<file path="src/rtl/therm_guard_pkg.sv">
package therm_guard_pkg;
  localparam int NCH    = 2;
  localparam int CH_INT = 0;
  localparam int CH_REM = 1;

  typedef enum logic [2:0] {
    SEL_LIM_INT  = 3'd0,
    SEL_LIM_REM  = 3'd1,
    SEL_LOCK     = 3'd2,
    SEL_FAN_CODE = 3'd3,
    SEL_FAN_RUN  = 3'd4
  } wr_sel_e;
endpackage

</file>
<file path="src/rtl/tg_trip_chan.sv">
module tg_trip_chan #(
  parameter int DATA_W = 8,
  parameter int QUAL_N = 3,
  parameter int HYST   = 5
) (
  input  logic                     clk,
  input  logic                     rst_n,
  input  logic                     sample_vld,
  input  logic signed [DATA_W-1:0] sample,
  input  logic signed [DATA_W-1:0] limit,
  output logic                     tripped
);
  localparam int CNT_W = $clog2(QUAL_N + 1);
  localparam logic signed [DATA_W:0] HYST_S  = HYST;
  localparam logic signed [DATA_W:0] FLOOR_S = -(2 ** (DATA_W - 1));

  logic signed [DATA_W:0] sample_w, limit_w, thr_raw, exit_thr;
  logic                   hot, cool, qualify;
  logic [CNT_W-1:0]       run_cnt;

  // Widen by one bit so the margin subtraction cannot wrap.
  always_comb begin
    sample_w = sample;
    limit_w  = limit;
    thr_raw  = limit_w - HYST_S;
    exit_thr = (thr_raw < FLOOR_S) ? FLOOR_S : thr_raw;
    hot      = sample > limit;
    cool     = sample_w <= exit_thr;
    qualify  = tripped ? cool : hot;
  end

  always_ff @(posedge clk or negedge rst_n) begin
    if (!rst_n) begin
      run_cnt <= '0;
      tripped <= 1'b0;
    end else if (sample_vld) begin
      if (!qualify) begin
        run_cnt <= '0;
      end else if (run_cnt == CNT_W'(QUAL_N - 1)) begin
        run_cnt <= '0;
        tripped <= ~tripped;
      end else begin
        run_cnt <= run_cnt + 1'b1;
      end
    end
  end
endmodule

</file>
<file path="src/rtl/tg_limit_regs.sv">
module tg_limit_regs import therm_guard_pkg::*; #(
  parameter int                       DATA_W   = 8,
  parameter int                       NLIM     = 2,
  parameter logic [NLIM*DATA_W-1:0]   DEF_LIMS = '0,
  parameter logic [NLIM*DATA_W-1:0]   RST_LIMS = '0
) (
  input  logic                     clk,
  input  logic                     rst_n,
  input  logic                     wr_en,
  input  logic [2:0]               wr_sel,
  input  logic [DATA_W-1:0]        wr_data,
  output logic                     locked,
  output logic [NLIM*DATA_W-1:0]   prog_lims,
  output logic [NLIM*DATA_W-1:0]   act_lims
);
  always_ff @(posedge clk or negedge rst_n) begin
    if (!rst_n)                                        locked <= 1'b0;
    else if (wr_en && wr_sel == SEL_LOCK && wr_data[0]) locked <= 1'b1;
  end

  // Limit for channel g lives at select value g.
  for (genvar g = 0; g < NLIM; g++) begin : g_lim
    always_ff @(posedge clk or negedge rst_n) begin
      if (!rst_n)
        prog_lims[g*DATA_W +: DATA_W] <= RST_LIMS[g*DATA_W +: DATA_W];
      else if (wr_en && !locked && wr_sel == 3'(g))
        prog_lims[g*DATA_W +: DATA_W] <= wr_data;
    end
  end

  assign act_lims = locked ? prog_lims : DEF_LIMS;
endmodule

</file>
<file path="src/rtl/tg_fan_override.sv">
module tg_fan_override import therm_guard_pkg::*; #(
  parameter int DATA_W = 8
) (
  input  logic              clk,
  input  logic              rst_n,
  input  logic              wr_en,
  input  logic [2:0]        wr_sel,
  input  logic [DATA_W-1:0] wr_data,
  input  logic              trip,
  output logic [DATA_W-1:0] dac_code,
  output logic              fan_off_n
);
  logic [DATA_W-1:0] code_q;
  logic              run_q;

  always_ff @(posedge clk or negedge rst_n) begin
    if (!rst_n) begin
      code_q <= '0;
      run_q  <= 1'b1;
    end else if (wr_en) begin
      if (wr_sel == SEL_FAN_CODE) code_q <= wr_data;
      if (wr_sel == SEL_FAN_RUN)  run_q  <= wr_data[0];
    end
  end

  // Registers keep tracking writes; the trip only masks them.
  assign dac_code  = trip ? '1 : code_q;
  assign fan_off_n = trip | run_q;
endmodule

</file>
<file path="src/rtl/therm_guard.sv">
module therm_guard import therm_guard_pkg::*; #(
  parameter int DATA_W      = 8,
  parameter int QUAL_N      = 3,
  parameter int HYST        = 5,
  parameter int DEF_LIM_INT = 70,
  parameter int DEF_LIM_REM = 100,
  parameter int RST_LIM_INT = 127,
  parameter int RST_LIM_REM = 100
) (
  input  logic              clk,
  input  logic              rst_n,
  input  logic              conv_valid,
  output logic              conv_ready,
  input  logic              conv_chan,
  input  logic [DATA_W-1:0] conv_temp,
  input  logic              wr_en,
  input  logic [2:0]        wr_sel,
  input  logic [DATA_W-1:0] wr_data,
  output logic              therm_a_n,
  output logic              therm_b_n,
  output logic [DATA_W-1:0] dac_code,
  output logic              fan_off_n,
  output logic              locked,
  output logic [DATA_W-1:0] lim_int_q,
  output logic [DATA_W-1:0] lim_rem_q
);
  localparam logic [NCH*DATA_W-1:0] DEF_PACK = {DATA_W'(DEF_LIM_REM), DATA_W'(DEF_LIM_INT)};
  localparam logic [NCH*DATA_W-1:0] RST_PACK = {DATA_W'(RST_LIM_REM), DATA_W'(RST_LIM_INT)};

  logic [NCH*DATA_W-1:0] prog_lims, act_lims;
  logic [NCH-1:0]        chan_trip;
  logic                  trip_any;

  tg_limit_regs #(
    .DATA_W(DATA_W), .NLIM(NCH), .DEF_LIMS(DEF_PACK), .RST_LIMS(RST_PACK)
  ) u_lims (
    .clk(clk), .rst_n(rst_n), .wr_en(wr_en), .wr_sel(wr_sel), .wr_data(wr_data),
    .locked(locked), .prog_lims(prog_lims), .act_lims(act_lims)
  );

  for (genvar g = 0; g < NCH; g++) begin : g_chan
    logic hit;
    assign hit = conv_valid && (conv_chan == 1'(g));
    tg_trip_chan #(.DATA_W(DATA_W), .QUAL_N(QUAL_N), .HYST(HYST)) u_trip (
      .clk(clk), .rst_n(rst_n), .sample_vld(hit), .sample(conv_temp),
      .limit(act_lims[g*DATA_W +: DATA_W]), .tripped(chan_trip[g])
    );
  end

  assign trip_any = |chan_trip;

  tg_fan_override #(.DATA_W(DATA_W)) u_fan (
    .clk(clk), .rst_n(rst_n), .wr_en(wr_en), .wr_sel(wr_sel), .wr_data(wr_data),
    .trip(trip_any), .dac_code(dac_code), .fan_off_n(fan_off_n)
  );

  assign conv_ready = 1'b1;
  assign therm_a_n  = ~trip_any;
  assign therm_b_n  = ~trip_any;
  assign lim_int_q  = prog_lims[CH_INT*DATA_W +: DATA_W];
  assign lim_rem_q  = prog_lims[CH_REM*DATA_W +: DATA_W];
endmodule

</file>
<file path="config.mk">
export PLATFORM = sky130hd
export DESIGN_NAME = therm_guard
export DESIGN_NICKNAME = d
export VERILOG_FILES = /design/src/rtl/therm_guard_pkg.sv /design/src/rtl/tg_trip_chan.sv /design/src/rtl/tg_limit_regs.sv /design/src/rtl/tg_fan_override.sv /design/src/rtl/therm_guard.sv
export SDC_FILE = /design/constraint.sdc
export NUM_CORES = 1
export LEC_CHECK = 0
export BUFFER_PORTS_ARGS = -buffer_cell sky130_fd_sc_hd__buf_2
export CORE_ASPECT_RATIO = 0.6
export CORE_MARGIN = 2
export CORE_UTILIZATION = 35
export CTS_CLUSTER_SIZE = 20
export DETAILED_ROUTE_END_ITERATION = 8
export PLACE_DENSITY = 0.59
export REMOVE_ABC_BUFFERS = 1
export SLEW_MARGIN = 25
export SYNTH_ARGS = -nofsm -noshare
export SYNTH_HDL_FRONTEND = slang
export SYNTH_SLANG_ARGS = --single-unit
export TNS_END_PERCENT = 1
</file>
<file path="constraint.sdc">
create_clock -name clk -period 3.6 [get_ports clk]
set_input_delay 0.36 -clock clk [delete_from_list [all_inputs] [get_ports clk]]
set_output_delay 0.36 -clock clk [all_outputs]
set_load 0.005 [all_outputs]
</file>
# Yosys cells after proc, flatten, opt, wreduce, memory -nomap -nowiden

Index checks and enable logic that the tools add are counted.

Reduce and logical (&&, ||, !) cells: 14
Bitwise logic cells: 5
Mux-type cells: 10
$add $sub $neg: 4
Equal/unequal tests: 6
Magnitude comparators: 6

Operators by type and width:

| operator                                             | number |
|---|---|
| less-or-equal comparator 8 x 9 -> 1 bit              | 2 |
| < comparator 9 x 8 -> 1 bit (second input constant)  | 2 |
| 2-to-1 mux 9 bit                                     | 2 |
| subtractor 8 x 4 -> 9 bit (second input constant)    | 2 |
| > comparator 8 bit                                   | 2 |
| 2-to-1 mux 16 bit                                    | 1 |
| 2-to-1 mux 2 bit                                     | 4 |
| 2-to-1 mux 8 bit                                     | 1 |
| logical AND 1 bit                                    | 7 |
| equality test 3 x 2 -> 1 bit (second input constant) | 2 |
| AND reduction 3 bit                                  | 2 |
| adder 2 x 1 -> 2 bit (second input constant)         | 2 |
| equality test 2 bit (second input constant)          | 2 |
| NOT 1 bit                                            | 4 |
| AND reduction 2 bit                                  | 2 |
| equality test 3 x 1 -> 1 bit (second input constant) | 1 |
| equality test 3 bit (second input constant)          | 1 |
| logical NOT 3 bit                                    | 1 |
| 2-to-1 mux 1 bit                                     | 2 |
| OR reduction 2 bit                                   | 1 |
| logical NOT 1 bit                                    | 1 |
| OR 1 bit                                             | 1 |

Flip-flop bits (word level): 32
Logic and storage cells: 54
Output and inout bits: 29
Bits of input ports: 24

# Logic depth before layout (Yosys ltp)

Gate-level depths: netlist of run 1.

Word-level depth: 7
Depth in mapped cells: 17
Gate-level depth less buffers: 14

# Hierarchy

From an unflattened synthesis of run 1, not the netlist that was laid out.

Cell total of the unflattened synthesis: 287
Area, all modules: 2,736.4 µm²

Modules (own cells, without submodules):

| module          | cells each | times used | sequential area each (µm²) | area each (µm²) |
|---|---|---|---|---|
| tg_trip_chan    | 98         | 2          | 75.1                       | 733.2 |
| tg_limit_regs   | 55         | 1          | 437.9                      | 810.8 |
| tg_fan_override | 29         | 1          | 226.5                      | 417.9 |
| therm_guard     | 7          | 1          | 0.0                        | 41.3 |

# Least setup slack after synthesis of run 1

Ideal clock, no wire load.

Path type: flip-flop to flip-flop
From: register u_lims.locked
To: register g_chan[0].u_trip.tripped
Setup time: 119 ps
Path slack: 278 ps
Arrival: 3,203 ps
Stages on the path, launching flop included: 17
Path buffers: 3
Required time: 3,481 ps
Period minus slack after synthesis: 3,322 ps
Cells stage by stage: dfrtp_1 > buf_4 > buf_4 > clkbuf_1 > nand2_1 > ha_1 > o21ai_0 > nor3_1 > o21ai_1 > nand2b_1 > ha_1 > nor2b_1 > o21bai_1 > a31oi_1 > o311ai_0 > a21oi_1 > o21ba_1

Word-level cells in the longest chain between the ends: 7
Elaborated cells between the ends (all ways): 8
Those cells by class: 1 x add/sub; 3 x order compare; 3 x mux; 1 x reduce/logical

RTL lines:

| element                                 | RTL line            | text |
|---|---|---|
| start, declared                         | tg_limit_regs.sv:12 | `output logic locked,` |
| start signal, assigned                  | tg_limit_regs.sv:17 | `if (!rst_n) locked <= 1'b0;` |
| start signal, assigned                  | tg_limit_regs.sv:18 | `else if (wr_en && wr_sel == SEL_LOCK && wr_data[0]) locked <= 1'b1;` |
| 2-to-1 mux 16 bit *                     | tg_limit_regs.sv:31 | `assign act_lims = locked ? prog_lims : DEF_LIMS;` |
| subtractor 8 x 4 -> 9 bit               | tg_trip_chan.sv:25  | `thr_raw = limit_w - HYST_S;` |
| < comparator 9 x 8 -> 1 bit             | tg_trip_chan.sv:26  | `exit_thr = (thr_raw < FLOOR_S) ? FLOOR_S : thr_raw;` |
| 2-to-1 mux 9 bit                        | tg_trip_chan.sv:26  |  |
| less-or-equal comparator 8 x 9 -> 1 bit | tg_trip_chan.sv:28  | `cool = sample_w <= exit_thr;` |
| 2-to-1 mux 1 bit *                      | tg_trip_chan.sv:29  | `qualify = tripped ? cool : hot;` |
| AND reduction 3 bit (no source line) *  | n/a                 |  |
| end signal, assigned                    | tg_trip_chan.sv:41  | `tripped <= ~tripped;` |
| end, declared                           | tg_trip_chan.sv:11  | `output logic tripped` |

Mark *: on every way between the ends. The rest lies on a longest branch, timed or not.
A chain may end at the register's enable or synchronous reset.

# Worst setup path after layout of run 1

From: register u_lims.prog_lims[1]
To: register g_chan[0].u_trip.tripped

Word-level cells in the longest chain between the ends: 7
Elaborated cells between the ends (all ways): 8
Those cells by class: 1 x add/sub; 3 x order compare; 3 x mux; 1 x reduce/logical

RTL lines:

| element                                 | RTL line            | text |
|---|---|---|
| start, declared                         | tg_limit_regs.sv:13 | `output logic [NLIM*DATA_W-1:0] prog_lims,` |
| start signal, assigned by index         | tg_limit_regs.sv:25 | `prog_lims[g*DATA_W +: DATA_W] <= RST_LIMS[g*DATA_W +: DATA_W];` |
| start signal, assigned by index         | tg_limit_regs.sv:27 | `prog_lims[g*DATA_W +: DATA_W] <= wr_data;` |
| 2-to-1 mux 16 bit *                     | tg_limit_regs.sv:31 |  |
| subtractor 8 x 4 -> 9 bit               | tg_trip_chan.sv:25  |  |
| < comparator 9 x 8 -> 1 bit             | tg_trip_chan.sv:26  |  |
| 2-to-1 mux 9 bit                        | tg_trip_chan.sv:26  |  |
| less-or-equal comparator 8 x 9 -> 1 bit | tg_trip_chan.sv:28  |  |
| 2-to-1 mux 1 bit *                      | tg_trip_chan.sv:29  |  |
| AND reduction 3 bit (no source line) *  | n/a                 |  |

Marks and branches as above.

==> flow_metrics.py, run 1 <==
metrics = {
    "run": {
        "drv_cap": 0,
    },
    "sta": {
        "fin_crit_ns": 3.20,
        "finClkSkew_ns": 0.00612,
        "relSlewSlack_pct": 52.6,
        "worstMarginPinSlew_ns": 0.711,
        "max_freq_mhz": 313,
        "fin_setup_tns_ns": 0,
        "finalCritPeriodShare_pct": 88.9,
        "maxSlewViolCount": 0,
        "rsz0062_at_grt": "no",
        "hold_slack_ns": 0.136,
        "setup_viol": 0,
        "hold_violations": 0,
    },
    "yosys": {
        "synth_seq_area_share_pct": 31.2,
        "synth_top_area_share_pct": 20.1,
        "synth_warnings": 0,
        "synth_edf_count": 0,
        "synthFlopType": "dfrtp_1",
        "syn_inst": 277,
        "synthTopCellsByArea": "dfrtp_1, ha_1, dfstp_2, mux2_2, nand2_1",
        "synth_seq_cells": 32,
        "postSynth.asyncResetShare_pct": 100,
        "yosys.cell_types.count": 52,
        "syn_area_mm2": 0.00261,
        "synth_top_area_cell": "dfrtp_1",
        "syn_area_per_cell_um2": 9.42,
    },
    "drt": {
        "vias": 2253,
        "drt-total-wl_um": 6710,
        "drt_iter0_drc": 96,
        "drc": 0,
        "dr.pass1.iters": 4,
        "drt-vias-per-instance": 5.18,
        "routedWlPerCell_um": 15.4,
        "postRouteAntennaNets": 0,
    },
    "clock_tree": {
        "root_buffer": "clkbuf_16",
        "post_cts_buffers": 0,
        "cts_hold_buf": 0,
        "cts.sinks": 32,
        "insertion_delay_ns": 0.28,
        "tritoncts": "built",
        "cts_inserted_buffers": 5,
        "htree_num_levels": 2,
        "clk_pin_slew_worst_paths_ns": 0.06,
        "cts.path.max_buffers": 2,
    },
    "worst_setup_path": {
        "endpoint": "g_chan[0].u_trip.tripped$_DFFE_PN0P_",
        "cp.required_ns": 3.76,
        "rr_startpoint": "u_lims.prog_lims[1]$_DFFE_PN1P_",
        "path_common_cell": "ha_1",
        "path_cells": "and2b_2, ha_1, o21ai_0, nor3_1, o21ai_2, nand2b_1, ha_1, nor2b_1, o21bai_1, a31oi_1, o311ai_0, a21oi_1, o21ba_1",
        "r2r_end": "g_chan[0].u_trip.tripped$_DFFE_PN0P_",
        "critical_path.slowest_cell": "dfstp_2",
        "crit_arrival_ns": 3.36,
        "critPathCaptureType": "register",
        "reg2reg_depth": 13,
        "reg2reg_slack_ns": 0.40,
        "cpPeakStageDelay_ns": 0.55,
        "crit_start": "u_lims.prog_lims[1]$_DFFE_PN1P_",
        "cp-start-kind": "register",
        "crit_type": "reg -> reg",
        "crit_path_max_fanout": 6,
    },
    "pwr": {
        "power_leakage_nw": 1.43,
        "p_clk_share_pct": 20.7,
        "peakVddDrop_mv": 0.271,
        "swShare_pct": 39.7,
        "finalPower_mw": 2.30,
        "seqPwrFrac_pct": 29.4,
        "power_switching_mw": 0.911,
        "p_comb_share_pct": 49.9,
        "p_int_mw": 1.39,
        "p_per_area_mw_per_mm2": 729,
    },
    "grt": {
        "grt_max_degree": 33,
        "grtUsageMet3_pct": 4.46,
        "grt_pass1_wl_um": 10900,
        "top_usage_layer": "met1",
        "antenna_found_initial": 0,
        "global_route.usage.met1_pct": 28.0,
        "grt_use_total_pct": 17.2,
        "overflow": 0,
        "grt_pass1_vias": 2058,
        "met2_usage_pct": 22.8,
    },
    "die": {
        "coreArea_mm2": 0.00724,
        "ios": 53,
        "row_count": 24,
        "initial_core_util_pct": 36.0,
        "die_h_um": 70.9,
        "chipWidth_um": 115,
        "die-area_mm2": 0.00818,
    },
    "layout": {
        "area_growth_pct": 20.7,
        "final_cell_area_mm2": 0.00315,
        "multi_input_area_mm2": 0.00173,
        "antennaDiodeCount": 0,
        "drive_gt1_share_pct": 31.4,
        "regArea_um2": 815,
        "final_net_count": 386,
        "n_fill_cell": 724,
    },
    "min_path": {
        "min_path_type": "in -> async",
    },
    "placement": {
        "dp_hpwl_um": 5600,
        "dpl_cell_area_mm2": 0.00297,
        "io_buffers": 51,
        "finalWeightedCongestion": 0.849,
    },
    "run_status": {
        "status": "completed",
    },
}
## routing by layer
layer,vias to the layer above,wire length [um]
met5,-,0
met1,1065,3700
met3,4,404
met2,63,2580
li1,1121,-
met4,0,29
## how the worst min path moves through the flow
stage / endpoint / slack (ns) / depth (start not counted)
4_1_cts: u_lims.prog_lims[9]$_DFFE_PN0P_ / 0.16 / 1
3_3_place_gp: u_fan.code_q[0]$_DFFE_PN0P_ / 0.46 / 1
3_5_place_dp: u_fan.code_q[3]$_DFFE_PN0P_ / 0.46 / 1
2_1_floorplan: g_chan[0].u_trip.run_cnt[0]$_DFFE_PN0P_ / 0.06 / 0
5_1_grt: u_fan.code_q[2]$_DFFE_PN0P_ / 0.20 / 1
6_report: u_fan.code_q[2]$_DFFE_PN0P_ / 0.14 / 1
## final cells by class
type | count | share of cell area, %
clock buffers | 5 | 3.97
multi-input cells | 228 | 54.8
clock inverters | 3 | 1.35
well taps | 104 | 4.13
flip-flops and latches | 32 | 25.9
repair buffers | 54 | 8.82
inverters | 9 | 1.07
## synth_stat cells, drive strengths merged (3+ instances only)
library cell,number
buf,4
inv,9
a2111oi,3
nor2,10
dfrtp,21
nand2,35
and2,4
nand4,3
clkbuf,4
dfstp,11
xor2,5
xnor2,6
nand2b,10
o21ai,14
nand3,6
nor2b,8
nor3,5
mux2,26
ha,32
or3,11
o21a,4
nor4,4
a21oi,12
## layout by cell type, fill, tap and decap left out, types with 3 or more instances in the layout
cell,synthesis,final
nand3_1,6,6
nor2b_1,8,8
buf_2,0,51
o21a_1,4,4
xor2_1,5,5
nand2b_1,10,10
nor3_1,5,5
o21ai_0,11,11
and2_1,4,4
a21oi_1,12,12
ha_1,32,32
xnor2_1,6,6
dfstp_2,11,11
nor2_1,10,10
mux2_2,25,25
dfrtp_1,21,21
or3_1,11,11
nand4_1,3,3
inv_1,9,9
buf_4,4,3
nand2_1,35,35
clkbuf_16,0,5
## cell families (layout without fill, tap and decap cells)
group | after synthesis | in the layout | share of synthesized area [%]
AO/OA/AOI/OAI | 53 | 53 | 14.1
XOR/XNOR | 11 | 11 | 3.69
adder cells (fa/ha/maj) | 33 | 33 | 15.7
buffers and inverters | 17 | 71 | 3.02
flip-flops | 32 | 32 | 31.2
multiplexers | 26 | 26 | 11.2
other | 1 | 1 | 0.144
AND/OR/NAND/NOR | 104 | 104 | 20.9
## power groups by stage
| stage | clock [mW] | sequential (mW) | combinational [mW] |
|---|---|---|---|
| global route | 0.510 | 0.699 | 1.31 |
| finish | 0.476 | 0.674 | 1.15 |
| detailed placement | 0 | 0.678 | 1.14 |
| global placement | 0 | 0.673 | 1.11 |
| CTS | 0.483 | 0.671 | 1.15 |
| floorplan | 0 | 0.629 | 0.800 |
## state kept, by name, summed over array words and instances (netlist names)
name                   cells
u_lims.prog_lims          16
u_fan.code_q               8
g_chan.u_trip.run_cnt      4
g_chan.u_trip.tripped      2
u_fan.run_q                1
u_lims.locked              1
## critical path, delay by kind of cell (launching register included)
family          cells  cell delay (ns)
simple gates        4             0.58
fa+ha+maj           2             0.53
flops               1             0.55
compound gates      7             1.44
## per-stage QoR
step	instances	utilization (%)	setup WS, ns
after floorplan	269	-	0.370
after global placement	427	41.1	0.329
after detailed placement	427	41.1	0.299
after CTS	435	43.4	0.282
after global routing	435	43.5	0.0777
final	435	43.5	0.401
## what timing repair did
action,CTS,global route
resized for setup,0,2
setup endpoints to repair,0,3
endpoints found under the hold margin,0,0
(Power assumes the default switching activity.)
==> run 2, diff against run 1 <==
- ABC_AREA: default -> 1
==> run 2 against run 1 <==
Effect of this change:
- clock-buffer cell count rose by 1
- highest routed layer unchanged
- first-iteration DRC count is 53% higher
- maximum frequency grew 4.2%
==> flow_metrics.py, run 2 <==
metrics = {
    "run_status": {
        "status": "completed",
    },
    "grt": {
        "grt_use_total_pct": 17.7,
        "grt_max_degree": 33,
        "grt_pass1_vias": 2504,
        "overflow": 0,
        "antenna_found_initial": 0,
        "grt_pass1_wl_um": 12100,
    },
    "placement": {
        "dp_hpwl_um": 5640,
        "dp_cells": 542,
        "io_buffers": 51,
        "finalWeightedCongestion": 0.859,
        "place_ws_ns": 0.575,
    },
    "yosys": {
        "postSynth.asyncResetShare_pct": 100,
        "synth_warnings": 0,
        "syn_area_per_cell_um2": 7.09,
        "synth_seq_cells": 32,
        "syn_area_mm2": 0.00276,
        "synth_top_area_cell": "dfrtp_1",
        "yosys.cell_types.count": 35,
        "synth.most_common_cell": "nand2_1",
        "synth_common_cells": "nand2_1, inv_1, ha_1",
        "synth_seq_area_share_pct": 29.5,
        "synthTopCellsByArea": "dfrtp_1, nand2_1, ha_1, dfstp_2, inv_1",
        "synth_top_area_share_pct": 19.1,
        "synthFlopType": "dfrtp_1",
        "syn_inst": 389,
        "synth_edf_count": 0,
    },
    "worst_setup_path": {
        "reg2reg_slack_ns": 0.53,
        "r2r_end": "g_chan[0].u_trip.tripped$_DFFE_PN0P_",
        "rr_startpoint": "u_lims.prog_lims[1]$_DFFE_PN1P_",
        "crit_path_max_fanout": 6,
        "crit_arrival_ns": 3.25,
        "crit_cells": 22,
        "critPathCaptureType": "register",
        "reg2reg_depth": 22,
        "crit_type": "reg -> reg",
        "cp.required_ns": 3.78,
        "path_cells": "inv_1, nand2_1, inv_1, ha_1, or2_4, nand4_1, nor2_1, nor2_1, inv_2, nand3_4, nand3_1, ha_1, a21oi_1, nor2_1, o21ai_0, nand3_1, nand2_1, nand2_1, nand2_2, nand2_1, nand2_1, nand2_1",
        "crit_start": "u_lims.prog_lims[1]$_DFFE_PN1P_",
        "cpPeakStageDelay_ns": 0.54,
        "endpoint": "g_chan[0].u_trip.tripped$_DFFE_PN0P_",
        "cp-start-kind": "register",
        "crit_buf_inv": 3,
        "path_delay_family": "simple AND/OR/NAND/NOR gates",
        "critical_path.slowest_cell": "dfstp_2",
        "path_common_cell": "nand2_1",
    },
    "die": {
        "ios": 53,
        "initial_core_util_pct": 35.5,
        "die_h_um": 72.8,
        "coreArea_mm2": 0.00776,
        "chipWidth_um": 119,
        "die-area_mm2": 0.00863,
        "row_count": 25,
    },
    "layout": {
        "largest_reg_flops": 16,
        "final_cell_mix": "nand2_1, inv_1, buf_2",
        "regMostFlops": "u_lims.prog_lims",
        "antennaDiodeCount": 0,
        "area_growth_pct": 18.2,
        "drive_gt1_share_pct": 22.4,
        "reg.largest.list": "u_lims.prog_lims x16, u_fan.code_q x8, g_chan.u_trip.run_cnt x4",
        "final_net_count": 497,
        "n_fill_cell": 848,
        "layoutNonFillerInstCount": 550,
        "layout_commonest_cell": "nand2_1",
    },
    "sta": {
        "relSlewSlack_pct": 46.0,
        "fin_crit_ns": 3.07,
        "maxSlewViolCount": 0,
        "finalCritPeriodShare_pct": 85.3,
        "finClkSkew_ns": 0.00378,
        "worstMarginPinSlew_ns": 0.807,
        "hold_violations": 0,
        "setup_viol": 0,
        "max_freq_mhz": 326,
        "rsz0062_at_grt": "no",
        "fin_setup_tns_ns": 0,
        "fin_ws_ns": 0.530,
    },
    "clock_tree": {
        "cts_inserted_buffers": 5,
        "insertion_delay_ns": 0.28,
        "root_buffer": "clkbuf_16",
        "clk_pin_slew_worst_paths_ns": 0.05,
        "cts_hold_buf": 0,
        "cts.repair.resized": 0,
        "post_cts_buffers": 0,
        "htree_num_levels": 2,
        "tritoncts": "built",
        "cts.path.max_buffers": 2,
        "cts.sinks": 32,
    },
    "drt": {
        "dr.pass1.iters": 4,
        "drc": 0,
        "vias": 2611,
        "drt_iter0_drc": 147,
        "drt-total-wl_um": 6900,
        "postRouteAntennaNets": 0,
        "routedWlPerCell_um": 12.6,
        "drt-vias-per-instance": 4.75,
    },
    "pwr": {
        "peakVddDrop_mv": 0.203,
        "finalPower_mw": 1.25,
        "p_per_area_mw_per_mm2": 385,
        "power_leakage_nw": 1.84,
    },
    "run": {
        "drv_cap": 0,
    },
    "min_path": {
        "min_path_type": "in -> async",
    },
}
==> run 2: cells by family (layout without fill, tap and decap cells) <==
family | count (synthesis) | in the layout | synth area share (%)
and+or+nand+nor | 196 | 196 | 33.6
AOI/OAI and AO/OA | 55 | 55 | 10.9
xor gates and xnor gates | 4 | 4 | 1.27
other | 1 | 1 | 0.136
adders and majority gates | 32 | 32 | 14.5
buffers and inverters | 69 | 122 | 10.1
DFF | 32 | 32 | 29.5
==> run 2: power by group <==
| group | total, mW | switching (mW) | internal [mW] |
|---|---|---|---|
| Combinational | 0.377 | 0.221 | 0.156 |
| Clock | 0.426 | 0.154 | 0.272 |
| Sequential | 0.453 | 0.0387 | 0.414 |
| Total | 1.25 | 0.413 | 0.842 |
==> run 2: how the worst min path moves through the flow <==
| stage | from | to | slack [ns] | cells after the start |
|---|---|---|---|---|
| 2_1_floorplan | rst_n | g_chan[0].u_trip.run_cnt[0]$_DFFE_PN0P_ | 0.06 | 0 |
| 3_3_place_gp | rst_n | u_lims.prog_lims[9]$_DFFE_PN0P_ | 0.46 | 1 |
| 3_5_place_dp | rst_n | u_lims.prog_lims[9]$_DFFE_PN0P_ | 0.47 | 1 |
| 4_1_cts | rst_n | u_fan.code_q[1]$_DFFE_PN0P_ | 0.16 | 1 |
| 5_1_grt | rst_n | u_fan.code_q[1]$_DFFE_PN0P_ | 0.20 | 1 |
| 6_report | rst_n | u_fan.code_q[1]$_DFFE_PN0P_ | 0.14 | 1 |
==> run 2: area by class of cell <==
cell class / instances / area [um2] / area share [%]
clock buffers: 6 / 139 / 4.26
multi-input cells: 288 / 1670 / 51.1
well taps: 108 / 135 / 4.15
repair buffers: 52 / 263 / 8.06
inverters: 62 / 233 / 7.14
flip-flops and latches: 32 / 815 / 25.0
clock inverters: 2 / 10.0 / 0.307
==> run 2: routing by layer <==
metal	GRT usage [%]	up-vias	share of wire, %	routed length [um]
met5	0	-	0	0
met3	4.92	11	6.5	452
met2	25.8	63	38	2620
li1	-	1359	-	-
met1	25.7	1178	54	3760
met4	4.63	0	1.0	72
==> run 2: per-stage QoR <==
stage	area [um2]	util, %	hold WS, ns
2_1_floorplan	2710	-	0.0644
3_3_place_gp	3110	40.1	0.456
3_5_place_dp	3110	40.1	0.472
4_1_cts	3260	42.0	0.161
5_1_grt	3260	42.0	0.199
6_report	3260	42.0	0.135
==> run 3, diff against run 2 <==
- PLACE_DENSITY: 0.59 -> 0.61
==> run 3 against run 2 <==
Effect of this change:
- clock-buffer cell count is 2 higher
- first-iteration DRC count rose by 7.5%
- utilization about the same
- sequential share of layout area about the same
- routed wire length rose by 2.6%
==> flow_metrics.py, run 3 (synthesis results as in run 2) <==
metrics = {
    "sta": {
        "fin_ws_ns": 0.504,
        "finalCritPeriodShare_pct": 86.0,
        "max_freq_mhz": 323,
        "fin_crit_ns": 3.10,
        "relSlewSlack_pct": 36.3,
        "maxSlewViolCount": 0,
        "finClkSkew_ns": 0.00288,
        "rsz0062_at_grt": "no",
        "fin_setup_tns_ns": 0,
        "hold_violations": 0,
        "setup_viol": 0,
        "worstMarginPinSlew_ns": 0.951,
    },
    "drt": {
        "drc": 0,
        "drt-vias-per-instance": 4.68,
        "vias": 2576,
        "routedWlPerCell_um": 12.9,
        "drt-total-wl_um": 7080,
        "postRouteAntennaNets": 0,
        "dr.pass1.iters": 5,
        "drt_iter0_drc": 158,
    },
    "die": {
        "initial_core_util_pct": 35.5,
        "die-area_mm2": 0.00863,
        "chipWidth_um": 119,
        "die_h_um": 72.8,
        "row_count": 25,
        "coreArea_mm2": 0.00776,
        "ios": 53,
    },
    "clock_tree": {
        "post_cts_buffers": 0,
        "tritoncts": "built",
        "insertion_delay_ns": 0.28,
        "clk_pin_slew_worst_paths_ns": 0.05,
        "cts_inserted_buffers": 5,
        "cts_hold_buf": 0,
        "cts.sinks": 32,
        "root_buffer": "clkbuf_16",
        "cts.repair.resized": 0,
        "cts.path.max_buffers": 2,
        "htree_num_levels": 2,
    },
    "placement": {
        "dp_hpwl_um": 5830,
        "finalWeightedCongestion": 0.847,
        "place_ws_ns": 0.509,
        "io_buffers": 51,
    },
    "layout": {
        "final_cell_mix": "nand2_1, inv_1, buf_2",
        "largest_reg_flops": 16,
        "post-route-util_pct": 42.0,
        "area_growth_pct": 18.1,
        "regMostFlops": "u_lims.prog_lims",
        "reg.largest.list": "u_lims.prog_lims x16, u_fan.code_q x8, g_chan.u_trip.run_cnt x4",
        "antennaDiodeCount": 0,
        "drive_gt1_share_pct": 21.9,
        "final_net_count": 497,
        "n_fill_cell": 822,
        "layout_commonest_cell": "nand2_1",
    },
    "pwr": {
        "p_comb_share_pct": 30.5,
        "peakVddDrop_mv": 0.218,
        "p_int_mw": 0.846,
        "p_clk_share_pct": 33.6,
        "seqPwrFrac_pct": 35.9,
        "p_per_area_mw_per_mm2": 387,
        "power_switching_mw": 0.416,
        "swShare_pct": 33.0,
        "power_leakage_nw": 1.83,
    },
    "worst_setup_path": {
        "reg2reg_slack_ns": 0.50,
        "crit_type": "reg -> reg",
        "cp.required_ns": 3.77,
        "cp-start-kind": "register",
        "crit_arrival_ns": 3.27,
        "crit_path_max_fanout": 6,
        "critPathCaptureType": "register",
    },
    "grt": {
        "grt_max_degree": 33,
        "antenna_found_initial": 0,
        "overflow": 0,
        "grt_pass1_wl_um": 11800,
        "grt_use_total_pct": 17.4,
        "grt_pass1_vias": 2430,
    },
    "min_path": {
        "min_path_type": "in -> async",
    },
    "run": {
        "drv_cap": 0,
    },
    "run_status": {
        "status": "completed",
    },
}
-- run 3: routing by layer --
layer  wire [um]  share of wire [%]  global-route usage [%]  vias up
met1        3880                 55                    26.6     1151
met4          31               0.44                    4.10        0
met2        2670                 38                    24.2       67
met3         497                7.0                    4.53        4
met5           0                  0                       0        -
li1            -                  -                       -     1354
-- run 3: final cells by class --
class,count,area (um2),area share (%)
multi-input cells,288,1670,51.1
flip-flops and latches,32,815,25.0
repair buffers,52,263,8.07
inverters,62,233,7.15
clock buffers,8,146,4.49
well taps,108,135,4.15
-- run 3: per-stage QoR --
step	std cells	instance area (um2)	power (mW)	hold slack, ns
2_1_floorplan	382	2710	0.685	0.0644
3_3_place_gp	542	3110	0.832	0.452
3_5_place_dp	542	3110	0.847	0.459
4_1_cts	550	3260	1.27	0.163
5_1_grt	550	3260	1.35	0.202
6_report	550	3260	1.26	0.135
-- run 3: power groups by stage --
stage          Combinational [mW]  Sequential (mW)  Clock, mW
2_1_floorplan               0.237            0.448          0
3_3_place_gp                0.376            0.456          0
3_5_place_dp                0.388            0.458          0
4_1_cts                     0.390            0.453      0.430
5_1_grt                     0.442            0.459      0.446
6_report                    0.385            0.453      0.423
-- run 3: worst paths after layout --
kind | startpoint | end | depth (start not counted)
min in group clk | wr_sel[2] | u_lims.locked$_DFFE_PN0P_ | 2
worst max-delay path | u_lims.prog_lims[1]$_DFFE_PN1P_ | g_chan[0].u_trip.tripped$_DFFE_PN0P_ | 22
worst min register to register | u_fan.code_q[2]$_DFFE_PN0P_ | u_fan.code_q[2]$_DFFE_PN0P_ | 2
worst min-delay path | rst_n | u_fan.code_q[1]$_DFFE_PN0P_ | 1
worst max register to register | u_lims.prog_lims[1]$_DFFE_PN1P_ | g_chan[0].u_trip.tripped$_DFFE_PN0P_ | 22
max in group asynchronous | rst_n | g_chan[0].u_trip.tripped$_DFFE_PN0P_ | 1
-- run 3: critical path, stage by stage (launching register included) --
cell	delay, ns
dfstp_2	0.53
inv_1	0.05
nand2_1	0.12
inv_1	0.06
ha_1	0.21
or2_4	0.27
nand4_1	0.10
nor2_1	0.07
nor2_1	0.17
inv_2	0.09
nand3_4	0.11
nand3_1	0.09
ha_1	0.29
a21oi_1	0.15
nor2_1	0.05
o21ai_0	0.16
nand3_1	0.09
nand2_1	0.06
nand2_1	0.06
nand2_2	0.10
nand2_1	0.06
nand2_1	0.06
nand2_1	0.05
